## src/rtl/pq_pkg.sv

```systemverilog
package pq_pkg;

    typedef enum logic [1:0] {
        QS_IDLE  = 2'b00,
        QS_FIRST = 2'b01,
        QS_FLUSH = 2'b10,
        QS_NEXT  = 2'b11
    } qstat_e;

endpackage

```

## src/rtl/pq_ring.sv

```systemverilog
module pq_ring #(
    parameter int DEPTH = 6,
    localparam int IW = (DEPTH > 1) ? $clog2(DEPTH) : 1,
    localparam int CW = $clog2(DEPTH + 1)
) (
    input  logic          clk,
    input  logic          rst_n,
    input  logic          clr_i,
    input  logic [1:0]    push_cnt_i,
    input  logic [7:0]    push_lo_i,
    input  logic [7:0]    push_hi_i,
    input  logic          pop_i,
    output logic [7:0]    head_o,
    output logic [CW-1:0] count_o
);

    typedef struct packed {
        logic [IW-1:0] rd;
        logic [IW-1:0] wr;
        logic [CW-1:0] cnt;
    } ring_t;

    ring_t ring_d, ring_q;
    logic [7:0] mem_q [DEPTH];

    function automatic logic [IW-1:0] step_idx(input logic [IW-1:0] idx, input int inc);
        int s;
        s = int'(idx) + inc;
        if (s >= DEPTH) s = s - DEPTH;
        return IW'(s);
    endfunction

    always_comb begin
        ring_d = ring_q;
        if (clr_i) begin
            ring_d = '0;
        end else begin
            if (push_cnt_i != 2'd0) ring_d.wr = step_idx(ring_q.wr, int'(push_cnt_i));
            if (pop_i)              ring_d.rd = step_idx(ring_q.rd, 1);
            ring_d.cnt = ring_q.cnt + CW'(push_cnt_i) - CW'(pop_i);
        end
    end

    always_ff @(posedge clk or negedge rst_n) begin
        if (!rst_n) ring_q <= '0;
        else        ring_q <= ring_d;
    end

    always_ff @(posedge clk) begin
        if (!clr_i) begin
            if (push_cnt_i != 2'd0) mem_q[ring_q.wr] <= push_lo_i;
            if (push_cnt_i == 2'd2) mem_q[step_idx(ring_q.wr, 1)] <= push_hi_i;
        end
    end

    assign head_o  = mem_q[ring_q.rd];
    assign count_o = ring_q.cnt;

    // occupancy never exceeds the depth, including what arrives this edge
    a_r2_no_overflow: assert property (@(posedge clk) disable iff (!rst_n)
        (int'(ring_q.cnt) + int'(push_cnt_i) - int'(pop_i)) <= DEPTH);

    // the ring is never asked to give up a byte it does not hold
    a_r9_no_underflow: assert property (@(posedge clk) disable iff (!rst_n)
        pop_i |-> (ring_q.cnt != '0));

endmodule

```

## src/rtl/pq_fetch_ctl.sv

```systemverilog
module pq_fetch_ctl #(
    parameter int          DEPTH      = 6,
    parameter int          AW         = 20,
    parameter logic [AW-1:0] RESET_ADDR = '0,
    localparam int         CW         = $clog2(DEPTH + 1)
) (
    input  logic          clk,
    input  logic          rst_n,
    input  logic          flush_i,
    input  logic [AW-1:0] flush_addr_i,
    input  logic          ack_i,
    input  logic [CW-1:0] count_i,
    input  logic          pop_ok_i,
    output logic          req_o,
    output logic [AW-1:0] addr_o,
    output logic          word_o,
    output logic [1:0]    push_cnt_o
);

    typedef struct packed {
        logic [AW-1:0] ptr;
        logic [AW-1:0] faddr;
        logic          req;
        logic          stale;
    } fctl_t;

    fctl_t st_d, st_q;
    logic       take;
    logic [1:0] step;
    int         cnt_next;

    always_comb begin
        st_d     = st_q;
        take     = st_q.req && ack_i && !st_q.stale && !flush_i;
        step     = st_q.faddr[0] ? 2'd1 : 2'd2;
        push_cnt_o = take ? step : 2'd0;

        if (st_q.req && ack_i) begin
            st_d.req   = 1'b0;
            st_d.stale = 1'b0;
        end
        if (take) st_d.ptr = st_q.faddr + {{(AW-2){1'b0}}, step};
        if (flush_i) begin
            st_d.ptr = flush_addr_i;
            if (st_q.req && !ack_i) st_d.stale = 1'b1;
        end

        if (flush_i) cnt_next = 0;
        else         cnt_next = int'(count_i) + int'(push_cnt_o) - int'(pop_ok_i);

        if (!st_d.req && ((DEPTH - cnt_next) >= 2)) begin
            st_d.req   = 1'b1;
            st_d.faddr = st_d.ptr;
        end
    end

    always_ff @(posedge clk or negedge rst_n) begin
        if (!rst_n) begin
            st_q.ptr   <= RESET_ADDR;
            st_q.faddr <= RESET_ADDR;
            st_q.req   <= 1'b0;
            st_q.stale <= 1'b0;
        end else begin
            st_q <= st_d;
        end
    end

    assign req_o  = st_q.req;
    assign addr_o = st_q.faddr;
    assign word_o = !st_q.faddr[0];

    // an unanswered request keeps its address
    a_r3_req_hold: assert property (@(posedge clk) disable iff (!rst_n)
        (st_q.req && !ack_i) |=> (st_q.req && $stable(st_q.faddr)));

    // a fresh request only appears with two slots free
    a_r2_issue_room: assert property (@(posedge clk) disable iff (!rst_n)
        (st_q.req && !$past(st_q.req)) |-> (int'(count_i) <= DEPTH - 2));

    // accepted data moves the pointer by the alignment-dependent size
    a_r4_ptr_step: assert property (@(posedge clk) disable iff (!rst_n)
        (st_q.req && ack_i && !st_q.stale && !flush_i) |=>
        ((st_q.ptr - $past(st_q.faddr)) == ($past(st_q.faddr[0]) ? AW'(1) : AW'(2))));

    // an acknowledge belonging to a flushed request queues nothing
    a_r8_stale_drop: assert property (@(posedge clk) disable iff (!rst_n)
        (st_q.stale && ack_i) |-> (push_cnt_o == 2'd0));

endmodule

```

## src/rtl/prefetch_queue.sv

```systemverilog
module prefetch_queue #(
    parameter int            DEPTH      = 6,
    parameter int            AW         = 20,
    parameter logic [AW-1:0] RESET_ADDR = '0,
    localparam int           CW         = $clog2(DEPTH + 1)
) (
    input  logic          clk,
    input  logic          rst_n,
    input  logic          flush_i,
    input  logic [AW-1:0] flush_addr_i,
    output logic          fetch_req_o,
    output logic [AW-1:0] fetch_addr_o,
    output logic          fetch_word_o,
    input  logic          fetch_ack_i,
    input  logic [15:0]   fetch_data_i,
    input  logic          pop_i,
    input  logic          pop_first_i,
    output logic          head_valid_o,
    output logic [7:0]    head_byte_o,
    output logic [1:0]    qstat_o
);
    import pq_pkg::*;

    typedef struct packed {
        qstat_e qs;
    } top_t;

    top_t       top_d, top_q;
    logic [CW-1:0] count;
    logic       pop_ok;
    logic [1:0] push_cnt;
    logic [7:0] push_lo;

    assign head_valid_o = (count != '0);
    assign pop_ok       = pop_i && head_valid_o && !flush_i;
    assign push_lo      = fetch_addr_o[0] ? fetch_data_i[15:8] : fetch_data_i[7:0];

    pq_fetch_ctl #(.DEPTH(DEPTH), .AW(AW), .RESET_ADDR(RESET_ADDR)) u_fetch (
        .clk          (clk),
        .rst_n        (rst_n),
        .flush_i      (flush_i),
        .flush_addr_i (flush_addr_i),
        .ack_i        (fetch_ack_i),
        .count_i      (count),
        .pop_ok_i     (pop_ok),
        .req_o        (fetch_req_o),
        .addr_o       (fetch_addr_o),
        .word_o       (fetch_word_o),
        .push_cnt_o   (push_cnt)
    );

    pq_ring #(.DEPTH(DEPTH)) u_ring (
        .clk        (clk),
        .rst_n      (rst_n),
        .clr_i      (flush_i),
        .push_cnt_i (push_cnt),
        .push_lo_i  (push_lo),
        .push_hi_i  (fetch_data_i[15:8]),
        .pop_i      (pop_ok),
        .head_o     (head_byte_o),
        .count_o    (count)
    );

    always_comb begin
        top_d = top_q;
        if (flush_i)     top_d.qs = QS_FLUSH;
        else if (pop_ok) top_d.qs = pop_first_i ? QS_FIRST : QS_NEXT;
        else             top_d.qs = QS_IDLE;
    end

    always_ff @(posedge clk or negedge rst_n) begin
        if (!rst_n) top_q.qs <= QS_IDLE;
        else        top_q    <= top_d;
    end

    assign qstat_o = top_q.qs;

    // a real pop is reported with the consumer's first-byte mark
    a_r6_pop_status: assert property (@(posedge clk) disable iff (!rst_n)
        (pop_i && head_valid_o && !flush_i) |=>
        (qstat_o == ($past(pop_first_i) ? 2'b01 : 2'b11)));

    // a flush empties the queue and wins over a pop
    a_r7_flush_empty: assert property (@(posedge clk) disable iff (!rst_n)
        flush_i |=> (qstat_o == 2'b10 && !head_valid_o));

    // popping an empty queue is reported as no operation
    a_r9_empty_pop_quiet: assert property (@(posedge clk) disable iff (!rst_n)
        (pop_i && !head_valid_o && !flush_i) |=> (qstat_o == 2'b00));

endmodule

```

## config.mk

```make
export PLATFORM = sky130hd
export DESIGN_NAME = prefetch_queue
export DESIGN_NICKNAME = d
export VERILOG_FILES = /design/src/rtl/pq_pkg.sv /design/src/rtl/pq_ring.sv /design/src/rtl/pq_fetch_ctl.sv /design/src/rtl/prefetch_queue.sv
export SDC_FILE = /design/constraint.sdc
export NUM_CORES = 1
export LEC_CHECK = 0
export ABC_CLOCK_PERIOD_IN_PS = 8800
export BUFFER_PORTS_ARGS = -buffer_cell sky130_fd_sc_hd__buf_2
export CORE_MARGIN = 1
export CORE_UTILIZATION = 40
export CTS_CLUSTER_DIAMETER = 100
export DETAILED_ROUTE_END_ITERATION = 7
export HOLD_SLACK_MARGIN = 0.12
export PLACE_DENSITY_LB_ADDON = 0.2
export SLEW_MARGIN = 20
export SYNTH_ARGS = -nofsm -noshare
export SYNTH_HDL_FRONTEND = slang
export SYNTH_SLANG_ARGS = --single-unit
```

## constraint.sdc

```tcl
create_clock -name clk -period 8.8 [get_ports clk]
set_input_delay 0.44 -clock clk [delete_from_list [all_inputs] [get_ports clk]]
set_output_delay 0.44 -clock clk [all_outputs]
set_load 0.05 [all_outputs]
```

==> results.md <==
* Core area at 14100 µm²
* Largest area contributor in the netlist: edfxtp_1
* Final slew viol count at 0
* Clk sinks at 101
* Clock root buffer: clkbuf_16
* WL per Instance at 16.7 µm
* Worst Setup EP: u_fetch.addr_o[9]$_DFFE_PN0P_
* Crit path launch type: input pin
* CP Cell Sequence: buf_2, buf_4, nand4bb_2, buf_4, nor2_1, inv_1, ha_1, ha_1, inv_1, ha_1, nor2_1, ha_1, nor2b_1, nor3b_1, o21ai_0, a22o_1, and3_4, mux2_4
* Vias in the first global route at 3870
* Crit Reg-Reg Endpoint: u_fetch.addr_o[9]$_DFFE_PN0P_
* PnR worst setup slack at around 4.3 ns
* Worst R2R Path Depth at 16
* Std cell rows at 43
* Final period util at 51.4%
* Register bit total from synthesis at 101
* Count of final setup violators at 0
* Worst slew margin at a little under two fifths
* Critical Path Most Common Cell: ha_1
* Ratio of cells with drive above 1 in the final layout at 31.5%
* IO Port Bufs at 74
* Die height at approximately 120 µm
* Cell variety after synth at 55
* Post-CTS Resized at 0
* Asr flop ratio synth at between 50% and 60%
* Worst slew pin tran at 0.941 ns
* Post-route design area at 6530 µm²
* Die X at 123 µm
* Peak Freq at 221 MHz
* Num CTS Buffers at 9
* # diodes at 0
* RSZ-0062 raised after global routing: false
* Place WS at 3.91 ns
* Worst R2R Setup Slack at 4.42 ns
* Setup crit start: flush_i
* Sequential area share after synthesis at 47.3%
* Maximum vdd ir drop at 0.167 mV
* Post-Synthesis Cells at between 500 and 600
* Slowest CP cell: and3_4
* CTS tree: built
* Top cell type's share of synthesized area at 24.6%
* Most frequent cells in the layout: buf_2, dfrtp_1, nand2_1, edfxtp_1, mux2_2
* Antenna-violating nets left at 0
* Setup CP Type: in2reg
* Final min period at 4.52 ns
* Critical path peak fanout at 50
* Post-synth EDFFs at 48
* Global route total overflow at 0
* CTS clock-pin slew for the worst setup and hold paths at 0.07 ns
* First-pass GRT wire length at 19900 µm
* Maxcap violations at 0
* Largest net degree at the start of global routing at 54
* First DRT Iteration DRCs at about 210
* Pleak at 2.68 nW
* Core Util, Final at 46.3%
* Reg area at 2770 µm²
* Power Density at between 300 and 400 nW/µm²
* Starting density of the core at about two fifths
* Postcts setup bufs at 0
* Synth top area cells: edfxtp_1, dfrtp_1, mux2_2, mux2_4, ha_1
* Routability cong. at 0.800
* Placed instance area at 6240 µm²
* Hold Vio Cnt, Final at 0
* IO Count at 75
* Initial antenna violation count at 0
* Via count at a little under 4000
* Layout fillers at ~1300
* Total number of yosys warnings at 0
* Drt pass-1 iters at 4
* Clock Skew at 0.00930 ns
* Area grow syn2layout at 11.5%
* Arr. time, crit path at about 4.8 ns
* Post-synth top flop: dfrtp_1
* CTS max path bufs at 2
* Run status: finished, final reports clean
* Total track usage at 17.4%
* Synthesized area per cell at between 10 and 15 µm²
* CTS H-tree lvls at 3
* DR vias/cell at 5.26
* Skew-Pair Late Insertion Delay at 0.35 ns
* Multi-input logic area at 2780 µm²
* DP Wirelength at between 8000 and 9000 µm
* Die area at 15100 µm²
* Commonest non-fill, non-tap cell in the layout: buf_2
* Worst Setup End Kind: flop
* HP Class: in2async
* TNS Setup at 0 ns
* Total routed wirelength at 12300 µm
* Nets at between 600 and 700
* Hold_buf cts at 0
* Residual DRC count at 0
* Syn_nets at between 500 and 600
* Worst path required time at 9.03 ns
* Worst stage delay on the critical path at 0.48 ns
* Area of the mapped netlist at roughly 5900 µm²
-- metrics by stage --
step	total power [W]	instances	hold WS, ns
2_1_floorplan	0.00156	505	0.144
3_3_place_gp	0.00169	719	0.500
3_5_place_dp	0.00171	719	0.519
4_1_cts	0.00210	735	0.248
5_1_grt	0.00219	735	0.269
6_report	0.00207	735	0.215
-- per-layer routing --
layer / global-route usage, % / vias up / wire (µm)
li1: - / 1904 / -
met1: 22.2 / 1878 / 5590
met2: 29.4 / 75 / 6060
met3: 4.43 / 9 / 492
met4: 4.59 / 0 / 151
met5: 0 / - / 0
-- power by group --
group,switching [W],internal (W)
Clock,0.000187,0.000196
Sequential,0.000107,0.000605
Combinational,0.000594,0.000382
-- synthesized netlist by cell type (all sizes together) (7+ instances only) --
cell    number
a21oi       24
and3        10
buf         30
clkbuf      16
dfrtp       53
edfxtp      48
ha          18
inv         15
mux2        68
mux2i        8
mux4         8
nand2       48
nand3       10
nor2        37
nor2b        7
o21ai       17
o221ai      12
xnor2       11
xor2        20
-- worst min-delay path by stage --
| stage | start | endpoint | slack (ns) | cells after the start |
|---|---|---|---|---|
| after CTS | rst_n | u_fetch.st_q[32]$_DFF_PN0_ | 0.25 | 2 |
| final | rst_n | u_fetch.st_q[32]$_DFF_PN0_ | 0.21 | 2 |
| after global placement | u_fetch.st_q[24]$_DFF_PN0_ | u_fetch.st_q[24]$_DFF_PN0_ | 0.50 | 1 |
| after floorplan | rst_n | asynchronous set/reset pin | 0.14 | 0 |
| after global routing | rst_n | u_fetch.st_q[32]$_DFF_PN0_ | 0.27 | 2 |
| after detailed placement | u_fetch.st_q[29]$_DFF_PN0_ | u_fetch.st_q[29]$_DFF_PN0_ | 0.52 | 2 |
-- sequential cells by signal, indices dropped and copies added (netlist names), named ones only --
name,cells
u_fetch.addr_o,20
u_ring.count_o,3
qstat_o,2
u_ring.mem_q,48
u_fetch.req_o,1
u_ring.ring_q,6
u_fetch.st_q,20
-- worst max-delay path: cells and delay by family --
| kind | cells | cell delay (ns) |
|---|---|---|
| and+or+nand+nor | 6 | 1.54 |
| buffers and inverters | 5 | 0.90 |
| adders and majority gates | 4 | 1.18 |
| muxes | 1 | 0.34 |
| AOI/OAI and AO/OA | 2 | 0.33 |
-- cells by family (layout without fill, tap and decap cells) --
logic type / after synthesis / in the layout / synth area share, %
AO/OA/AOI/OAI: 73 / 73 / 8.27
XOR/XNOR: 31 / 31 / 4.64
adder cells (fa/ha/maj): 20 / 20 / 4.36
buffers and inverters: 61 / 111 / 5.55
flip-flops: 101 / 101 / 47.3
multiplexers: 84 / 84 / 18.8
AND/OR/NAND/NOR: 135 / 135 / 11.1
-- cell type report --
type                       instances  share of cell area (%)
clock inverter                     7                   0.977
multi-input combinational        343                    42.5
tap                              180                    3.45
inverter                          15                   0.862
timing repair buffer              80                    6.36
sequential                       101                    42.4
clock buffer                       9                    3.45
(Power assumes the default switching activity.)
